### config.mk
export PLATFORM = sky130hd
export DESIGN_NAME = xfer_stage_buf
export DESIGN_NICKNAME = d
export VERILOG_FILES = /design/src/rtl/xfer_stage_pkg.sv /design/src/rtl/xfer_tx_packer.sv /design/src/rtl/xfer_rx_unpacker.sv /design/src/rtl/xfer_flag_gen.sv /design/src/rtl/xfer_stage_buf.sv
export SDC_FILE = /design/constraint.sdc
export NUM_CORES = 1
export LEC_CHECK = 0
export BUFFER_PORTS_ARGS = -buffer_cell sky130_fd_sc_hd__clkbuf_2
export CORE_MARGIN = 2
export CORE_UTILIZATION = 61
export DETAILED_ROUTE_END_ITERATION = 16
export PLACE_DENSITY = 0.91
export SLEW_MARGIN = 10
export SYNTH_ARGS = -nofsm -noshare
export SYNTH_HDL_FRONTEND = slang
export SYNTH_SLANG_ARGS = --single-unit
### constraint.sdc
create_clock -name clk -period 4.4 [get_ports clk]
set_clock_uncertainty 0.15 [all_clocks]
set_input_delay 0.22 -clock clk [delete_from_list [all_inputs] [get_ports clk]]
set_output_delay 0.22 -clock clk [all_outputs]
set_load 0.05 [all_outputs]
### src/rtl/xfer_stage_pkg.sv
package xfer_stage_pkg;

  localparam int FLG_W = 6;

  // Bit 0 is the first member listed last (packed struct, MSB first).
  typedef struct packed {
    logic overrun_clr;      // bit 5
    logic access_end;       // bit 4
    logic rx_ready_clr;     // bit 3
    logic single_byte_set;  // bit 2
    logic tx_ready_clr;     // bit 1
    logic underflow_clr;    // bit 0
  } flag_upd_t;

endpackage

### src/rtl/xfer_tx_packer.sv
module xfer_tx_packer #(
  parameter int BYTE_W      = 8,
  parameter int HOST_BYTES  = 2,
  parameter int STAGE_BYTES = 4,
  parameter int LEN_W       = 3
) (
  input  logic                           clk,
  input  logic                           rst_n,
  input  logic                           order_be,
  input  logic                           wr_valid,
  input  logic                           wr_byte,
  input  logic [BYTE_W*HOST_BYTES-1:0]   wr_data,
  output logic                           wr_ready,
  output logic                           wr_accept,
  input  logic                           pop_ready,
  output logic                           pop_valid,
  output logic [BYTE_W-1:0]              pop_data,
  output logic [LEN_W-1:0]               len_q,
  output logic [LEN_W-1:0]               len_d
);

  localparam int HOST_W  = BYTE_W * HOST_BYTES;
  localparam int STAGE_W = BYTE_W * STAGE_BYTES;
  localparam logic [LEN_W-1:0] ACCEPT_MAX = LEN_W'(STAGE_BYTES - HOST_BYTES);
  localparam logic [LEN_W-1:0] HOST_LEN   = LEN_W'(HOST_BYTES);
  localparam logic [LEN_W-1:0] ONE        = LEN_W'(1);

  logic [STAGE_W-1:0] word_q, word_d;
  logic [HOST_W-1:0]  swapped;
  logic [HOST_W-1:0]  ins_half;
  logic               pop;

  // byte reversal of the host word
  for (genvar g = 0; g < HOST_BYTES; g++) begin : g_swap
    assign swapped[g*BYTE_W +: BYTE_W] = wr_data[(HOST_BYTES-1-g)*BYTE_W +: BYTE_W];
  end

  assign ins_half  = order_be ? wr_data : swapped;
  assign wr_ready  = (len_q <= ACCEPT_MAX);
  assign wr_accept = wr_valid && wr_ready;
  assign pop_valid = (len_q != '0);
  assign pop       = pop_valid && pop_ready;

  always_comb begin
    word_d = word_q;
    len_d  = len_q;
    if (wr_accept) begin
      if (wr_byte) begin
        word_d = {word_q[STAGE_W-BYTE_W-1:0], wr_data[BYTE_W-1:0]};
        len_d  = len_q + ONE;
      end else begin
        word_d = {word_q[STAGE_W-HOST_W-1:0], ins_half};
        len_d  = len_q + HOST_LEN;
      end
    end
    if (pop) begin
      len_d = len_d - ONE;
    end
  end

  // oldest pending byte sits in lane (count - 1)
  always_comb begin
    pop_data = '0;
    for (int i = 0; i < STAGE_BYTES; i++) begin
      if (len_q == LEN_W'(i + 1)) begin
        pop_data = word_q[i*BYTE_W +: BYTE_W];
      end
    end
  end

  always_ff @(posedge clk or negedge rst_n) begin
    if (!rst_n) begin
      word_q <= '0;
      len_q  <= '0;
    end else begin
      word_q <= word_d;
      len_q  <= len_d;
    end
  end

endmodule

### src/rtl/xfer_rx_unpacker.sv
module xfer_rx_unpacker #(
  parameter int BYTE_W      = 8,
  parameter int HOST_BYTES  = 2,
  parameter int STAGE_BYTES = 4,
  parameter int LEN_W       = 3
) (
  input  logic                           clk,
  input  logic                           rst_n,
  input  logic                           order_be,
  input  logic                           rd_en,
  output logic [BYTE_W*HOST_BYTES-1:0]   rd_data,
  input  logic                           push_valid,
  input  logic [BYTE_W-1:0]              push_data,
  output logic                           push_ready,
  output logic [LEN_W-1:0]               len_q,
  output logic                           rd_single,
  output logic                           rd_leaves_empty
);

  localparam int HOST_W  = BYTE_W * HOST_BYTES;
  localparam int STAGE_W = BYTE_W * STAGE_BYTES;
  localparam logic [LEN_W-1:0] HOST_LEN  = LEN_W'(HOST_BYTES);
  localparam logic [LEN_W-1:0] STAGE_LEN = LEN_W'(STAGE_BYTES);
  localparam logic [LEN_W-1:0] ONE       = LEN_W'(1);

  logic [STAGE_W-1:0] word_q, word_r, word_d;
  logic [LEN_W-1:0]   len_r, len_d;
  logic [HOST_W-1:0]  low_half, low_swapped;

  assign low_half = word_q[HOST_W-1:0];

  for (genvar g = 0; g < HOST_BYTES; g++) begin : g_swap
    assign low_swapped[g*BYTE_W +: BYTE_W] = low_half[(HOST_BYTES-1-g)*BYTE_W +: BYTE_W];
  end

  assign rd_data    = order_be ? low_swapped : low_half;
  assign push_ready = (len_q < STAGE_LEN);
  assign rd_single  = rd_en && (len_q == ONE);

  // host read consumes first
  always_comb begin
    word_r = word_q;
    len_r  = len_q;
    if (rd_en) begin
      if (len_q > HOST_LEN) begin
        word_r = word_q >> HOST_W;
        len_r  = len_q - HOST_LEN;
      end else begin
        len_r  = '0;
      end
    end
  end

  assign rd_leaves_empty = rd_en && (len_r == '0);

  // then a received byte lands in the first free lane
  always_comb begin
    word_d = word_r;
    len_d  = len_r;
    if (push_valid && push_ready) begin
      for (int i = 0; i < STAGE_BYTES; i++) begin
        if (len_r == LEN_W'(i)) begin
          word_d[i*BYTE_W +: BYTE_W] = push_data;
        end
      end
      len_d = len_r + ONE;
    end
  end

  always_ff @(posedge clk or negedge rst_n) begin
    if (!rst_n) begin
      word_q <= '0;
      len_q  <= '0;
    end else begin
      word_q <= word_d;
      len_q  <= len_d;
    end
  end

endmodule

### src/rtl/xfer_flag_gen.sv
module xfer_flag_gen
  import xfer_stage_pkg::*;
#(
  parameter int HOST_BYTES  = 2,
  parameter int STAGE_BYTES = 4,
  parameter int LEN_W       = 3
) (
  input  logic             clk,
  input  logic             rst_n,
  input  logic             mode_master,
  input  logic             mode_transmit,
  input  logic             wr_accept,
  input  logic [LEN_W-1:0] tx_len_d,
  input  logic             rd_en,
  input  logic             rd_single,
  input  logic             rd_leaves_empty,
  output flag_upd_t        flags_q
);

  localparam logic [LEN_W-1:0] TX_FULLISH = LEN_W'(STAGE_BYTES - HOST_BYTES);

  flag_upd_t flags_d;

  always_comb begin
    flags_d                 = '0;
    flags_d.underflow_clr   = wr_accept;
    flags_d.tx_ready_clr    = wr_accept && (tx_len_d > TX_FULLISH);
    flags_d.single_byte_set = rd_single;
    flags_d.rx_ready_clr    = rd_leaves_empty;
    flags_d.access_end      = rd_leaves_empty && mode_master && !mode_transmit;
    flags_d.overrun_clr     = rd_en;
  end

  always_ff @(posedge clk or negedge rst_n) begin
    if (!rst_n) begin
      flags_q <= '0;
    end else begin
      flags_q <= flags_d;
    end
  end

endmodule

### src/rtl/xfer_stage_buf.sv
module xfer_stage_buf
  import xfer_stage_pkg::*;
#(
  parameter int BYTE_W      = 8,
  parameter int HOST_BYTES  = 2,
  parameter int STAGE_BYTES = 4
) (
  input  logic                                  clk,
  input  logic                                  rst_n,
  input  logic                                  order_be,
  input  logic                                  mode_master,
  input  logic                                  mode_transmit,
  input  logic                                  wr_valid,
  output logic                                  wr_ready,
  input  logic                                  wr_byte,
  input  logic [BYTE_W*HOST_BYTES-1:0]          wr_data,
  input  logic                                  rd_en,
  output logic [BYTE_W*HOST_BYTES-1:0]          rd_data,
  input  logic                                  rxb_valid,
  output logic                                  rxb_ready,
  input  logic [BYTE_W-1:0]                     rxb_data,
  output logic                                  txb_valid,
  input  logic                                  txb_ready,
  output logic [BYTE_W-1:0]                     txb_data,
  output logic [$clog2(STAGE_BYTES+1)-1:0]      tx_pending,
  output logic [$clog2(STAGE_BYTES+1)-1:0]      rx_pending,
  output logic [FLG_W-1:0]                      flag_upd
);

  localparam int LEN_W = $clog2(STAGE_BYTES + 1);

  logic             wr_accept;
  logic [LEN_W-1:0] tx_len_d;
  logic             rd_single;
  logic             rd_leaves_empty;
  flag_upd_t        flags_q;

  xfer_tx_packer #(
    .BYTE_W(BYTE_W), .HOST_BYTES(HOST_BYTES),
    .STAGE_BYTES(STAGE_BYTES), .LEN_W(LEN_W)
  ) u_tx (
    .clk       (clk),
    .rst_n     (rst_n),
    .order_be  (order_be),
    .wr_valid  (wr_valid),
    .wr_byte   (wr_byte),
    .wr_data   (wr_data),
    .wr_ready  (wr_ready),
    .wr_accept (wr_accept),
    .pop_ready (txb_ready),
    .pop_valid (txb_valid),
    .pop_data  (txb_data),
    .len_q     (tx_pending),
    .len_d     (tx_len_d)
  );

  xfer_rx_unpacker #(
    .BYTE_W(BYTE_W), .HOST_BYTES(HOST_BYTES),
    .STAGE_BYTES(STAGE_BYTES), .LEN_W(LEN_W)
  ) u_rx (
    .clk             (clk),
    .rst_n           (rst_n),
    .order_be        (order_be),
    .rd_en           (rd_en),
    .rd_data         (rd_data),
    .push_valid      (rxb_valid),
    .push_data       (rxb_data),
    .push_ready      (rxb_ready),
    .len_q           (rx_pending),
    .rd_single       (rd_single),
    .rd_leaves_empty (rd_leaves_empty)
  );

  xfer_flag_gen #(
    .HOST_BYTES(HOST_BYTES), .STAGE_BYTES(STAGE_BYTES), .LEN_W(LEN_W)
  ) u_flags (
    .clk             (clk),
    .rst_n           (rst_n),
    .mode_master     (mode_master),
    .mode_transmit   (mode_transmit),
    .wr_accept       (wr_accept),
    .tx_len_d        (tx_len_d),
    .rd_en           (rd_en),
    .rd_single       (rd_single),
    .rd_leaves_empty (rd_leaves_empty),
    .flags_q         (flags_q)
  );

  assign flag_upd = flags_q;

endmodule

# --- Yosys cells after proc, flatten, opt, wreduce, memory -nomap -nowiden ---
# Cells that the tools add are included.
word_totals:
  reg_bits: 76
  latch_bits: 0
  ram_bits: 0
  rom_bits: 0
  inputBits: 34
  out_inout_bits: 39
  elab_cells: 58
  memories: 0
classes:
  n_addsub: 5
  mul: 0
  n_div: 0
  n_lt_le_gt_ge: 4
  eq_ne: 8
  shifts: 0
  mux: 20
  bitwise: 0
  n_reduce_logical: 11
op_table:
  columns: ["op", "count"]
  rows:
  - ["$mux 32", 4]
  - ["$mux 8", 8]
  - ["$mux 16", 2]
  - ["$mux 3", 6]
  - ["$eq 3x2->1 const B", 4]
  - ["$eq 3x1->1 const B", 3]
  - ["$logic_and 1x1->1", 8]
  - ["$add 3x1->3 const B", 2]
  - ["$gt 3x2->1 const B", 2]
  - ["$add 3x2->3 const B", 1]
  - ["$eq 3x3->1 const B", 1]
  - ["$le 3x2->1 const B", 1]
  - ["$logic_not 3->1", 1]
  - ["$lt 3x3->1 const B", 1]
  - ["$reduce_bool 3->1", 1]
  - ["$sub 3x1->3 const B", 1]
  - ["$sub 3x2->3 const B", 1]
  - ["$logic_not 1->1", 1]

# --- Depth between registers and ports, before layout ---
logic_depth:
  ltp_word: 7
  depth_mapped: 11
  ltp_nobuf: 10

# --- Cells and area by module ---
# From an unflattened synthesis, not the netlist that was laid out.
hier_totals:
  cells_unflattened: 428
  area_unflattened_um2: 4423.0
by_module_without_submodules:
  columns: ["module", "n_inst", "cells_per_inst", "area_each_um2", "seq_area_each_um2"]
  rows:
  - ["xfer_tx_packer", 1, 246, 2234.6, 875.8]
  - ["xfer_rx_unpacker", 1, 172, 2019.4, 875.8]
  - ["xfer_flag_gen", 1, 10, 168.9, 150.1]

# --- Worst setup path after synthesis ---
# Ideal clock, no wire load.
synth_timing:
  path_type: "register -> output"
  start: "reg u_tx.len_q[2]"
  end: "out txb_data[6]"
  arrival_time_ps: 2893
  setup_slack_ps: 1137
  stages_incl_launch_ff: 9
  n_path_buf: 3
  cell_sequence: "dfrtp_1 -> clkbuf_1 -> inv_1 -> ha_1 -> clkbuf_1 -> clkbuf_1 -> a21oi_1 -> a21oi_1 -> o21ai_0"
synth_via:
  elab_chain_cells: 5
  elab_cells_between_ends: 8
synth_rtl:
  columns: ["element", "line_no", "text"]
  rows:
  - ["start, declared", "xfer_tx_packer.sv:18", "output logic [LEN_W-1:0] len_q,"]
  - ["start signal, assigned", "xfer_tx_packer.sv:77", "len_q <= len_d;"]
  - ["$eq 3x1->1", "xfer_tx_packer.sv:65", "if (len_q == LEN_W'(i + 1)) begin"]
  - ["$mux 8 (3 in a row)", "xfer_tx_packer.sv:65", null]
  - ["$mux 8 (*)", "xfer_tx_packer.sv:65", null]
  - ["end, declared", "xfer_stage_buf.sv:24", "output logic [BYTE_W-1:0] txb_data,"]
# Mark *: on every way between the ends. The rest lies on a longest branch, timed or not.

# --- Worst setup path in the final report ---
layout_timing:
  start: "reg u_tx.len_q[2]"
  end: "out txb_data[3]"
# Same word-level chain as after synthesis.

==> flow_summary.yaml <==
global_route:
  gr-total-overflow: 0
  track_usage_pct: 26.99
  grt_pass1_wl_um: 16090
  grt_max_degree: 77
  antenna_found_initial: 0
  grt_pass1_vias: 3476
critical_path:
  start_kind: "flop"
  arrival_ns: 2.91
  max_stage_delay_ns: 0.62
  crit_chain: "inv_1, ha_1, nor2b_1, a22oi_1, o21ai_0, clkbuf_2"
  critPathCaptureType: "output port"
  crit_fanout: 17
  path_class: "reg -> out"
  crit_slowest_cell: "nor2b_1"
  cp_data_required_time_ns: 4.03
clock_network:
  path_clk_slew_ns: 0.08
  cts_made_buffers: 9
  cts_sinks: 76
  cts_tree: "built"
  htree_levels: 3
  insertion_delay_ns: 0.35
  clockBufferDepth: 2
  postCtsResizedCells: 0
  hold_buffers: 10
  cts_root_buf: "clkbuf_8"
  post_cts_buffers: 0
timing:
  slew_viol_final: 0
  fin_ws_ns: 1.118
  rsz0062_at_grt: "false"
  slew_headroom_pct: 31.22
  final-setup-viol-count: 0
  period_share_pct: 74.59
  finalCriticalPeriod_ns: 3.282
  fmax_mhz: 304.7
  setup_tns_ns: 0
  hold_viol: 0
  worst_pin_slew_ns: 1.032
synth:
  ys_ff_latch: 76
  netlist_instances: 458
  yosysUniqueCellTypes: 45
  synth.avg_cell_area_um2: 9.411
  synth_seq_area_share_pct: 44.12
  synth_edf_count: 0
  synthTopCellsByArea: "dfrtp_1, mux2i_1, nand2_1, o21ai_1, a21oi_1"
  synthArstFlopShare_pct: 100.0
  synth_area_leader_cell: "dfrtp_1"
  synth_flop_cell: "dfrtp_1"
  netlist_area_um2: 4310
  synth_top_area_share_pct: 44.12
  synth_most_common_cell: "nand2_1"
  yosys_warnings: 0
  synth_nets: 505
  yosys-top-cells-count: "nand2_1, dfrtp_1, mux2i_1"
cells_and_area:
  drive_above_1_share_pct: 21.71
  n_antenna_cell: 0
  layout-area-overhead-vs-synth_pct: 14.80
  fin_nets: 568
run_status:
  status: "completed"
routing:
  via_count: 3547
  post_drt_wl_per_cell_um: 15.89
  drt-total-wl_um: 9867
  drt_iter0_markers: 234
  drt_pass1_iterations: 5
  drc: 0
  viasPerCell: 5.712
  ant_nets: 0
die:
  die_y_um: 88.06
  initial_core_util_pct: 63.10
  die_area_um2: 7755
  coreArea_um2: 6832
  die_w_um: 88.06
  num_rows: 30
  io_pins: 73
pwr:
  total_power_mw: 3.943
  irDropWorstVdd_mv: 0.5491
  leakage_nw: 2.466
  p_per_area_nw_per_um2: 796.7
placed_design:
  globalplace.congestion: 0.8236
  place_worst_setup_slack_ns: 1.319
  portBuffers: 72
  hpwl_um: 6282
job:
  drv_cap: 0
min_path:
  worst_hold_path_type: "in -> reg"
[cells in the final DEF (no fill, tap or decap), drive strengths merged, types with 2 or more instances in the layout]
master       synthesis  layout
xnor2                2       2
a31oi                2       2
o21ai               51      51
nand3b               9       9
inv                 11      11
clkinv               0       2
a21oi               40      40
buf                 22       2
nor2                26      26
clkbuf               9      82
and2                 4       4
a21bo                2       2
bufinv               0       2
dfrtp               76      76
nor2b                4       4
dlygate4sd3          0      10
and3                 2       2
nand2               80      80
mux2i               52      52
ha                  13      13
mux2                18      18
nand2b               3       3
nand3               10      10
a22oi                8       8
[registers in the layout (all words and copies together) (netlist names)]
register,flops
u_rx.len_q,3
u_tx.word_q,32
u_tx.len_q,3
u_flags.flags_q,6
u_rx.word_q,32
[critical path, delay by kind of cell (launching register included)]
kind            cells  cell delay (ns)
simple gates        1             0.62
fa+ha+maj           1             0.57
flops               1             0.56
buf+inv             2             0.49
compound gates      2             0.31
[final cells by class]
class / instances / area (um^2)
inverters: 11 / 41.29
multi-input cells: 340 / 2200
clock buffers: 11 / 141.4
clock inverters: 4 / 73.82
well taps: 96 / 120.1
flip-flops and latches: 76 / 1902
fillers: 504 / 1883
repair buffers: 83 / 470.5
[through the flow]
step	area, um^2	utilization [%]	cells	hold slack (ns)
floorplan	4310	-	458	-0.2256
global placement	4633	67.82	596	0.2711
finish	4949	72.44	621	0.01148
detailed placement	4633	67.82	596	0.2776
CTS	4949	72.44	621	0.004876
global route	4949	72.44	621	0.009869
[final timing paths]
path                                  from         endpoint  slack [ns]  depth (start not counted)
max in group asynchronous            rst_n  u_rx.word_q[30]        3.09                          2
min in group asynchronous            rst_n  u_tx.word_q[30]        0.41                          2
hold reg to reg            u_tx.word_q[30]  u_tx.word_q[30]        0.34                          2
setup / recovery             u_tx.len_q[2]      txb_data[3]        1.12                          6
setup reg to reg             u_rx.len_q[2]   u_rx.word_q[8]        1.20                         10
hold / removal                  wr_data[2]   u_tx.word_q[2]        0.01                          3
[kinds of logic after synthesis]
logic type,synth area share [%]
AND/OR/NAND/NOR,15.18
AO/OA/AOI/OAI,14.60
flip-flops,44.12
multiplexers,16.86
buffers and inverters,4.848
adder cells (fa/ha/maj),3.774
XOR/XNOR,0.6097
[where the power goes]
group          switching [mW]  internal [mW]  leakage (nW)
clock                   0.253          0.332         0.109
sequential              0.274          0.998         0.966
combinational            1.42          0.663          1.39
total                    1.95           1.99          2.47
[routing by layer]
layer  up-vias  global-route usage (%)  wire, um  part of all wire, %
li1       1713                       -         -                    -
met1      1671                   32.56      3993                   40
met2       136                   46.63      5106                   52
met3        27                   5.467       517                  5.2
met4         0                   12.40       249                  2.5
met5         -                       0         0                    0
Power figures use the tool's default switching activity.
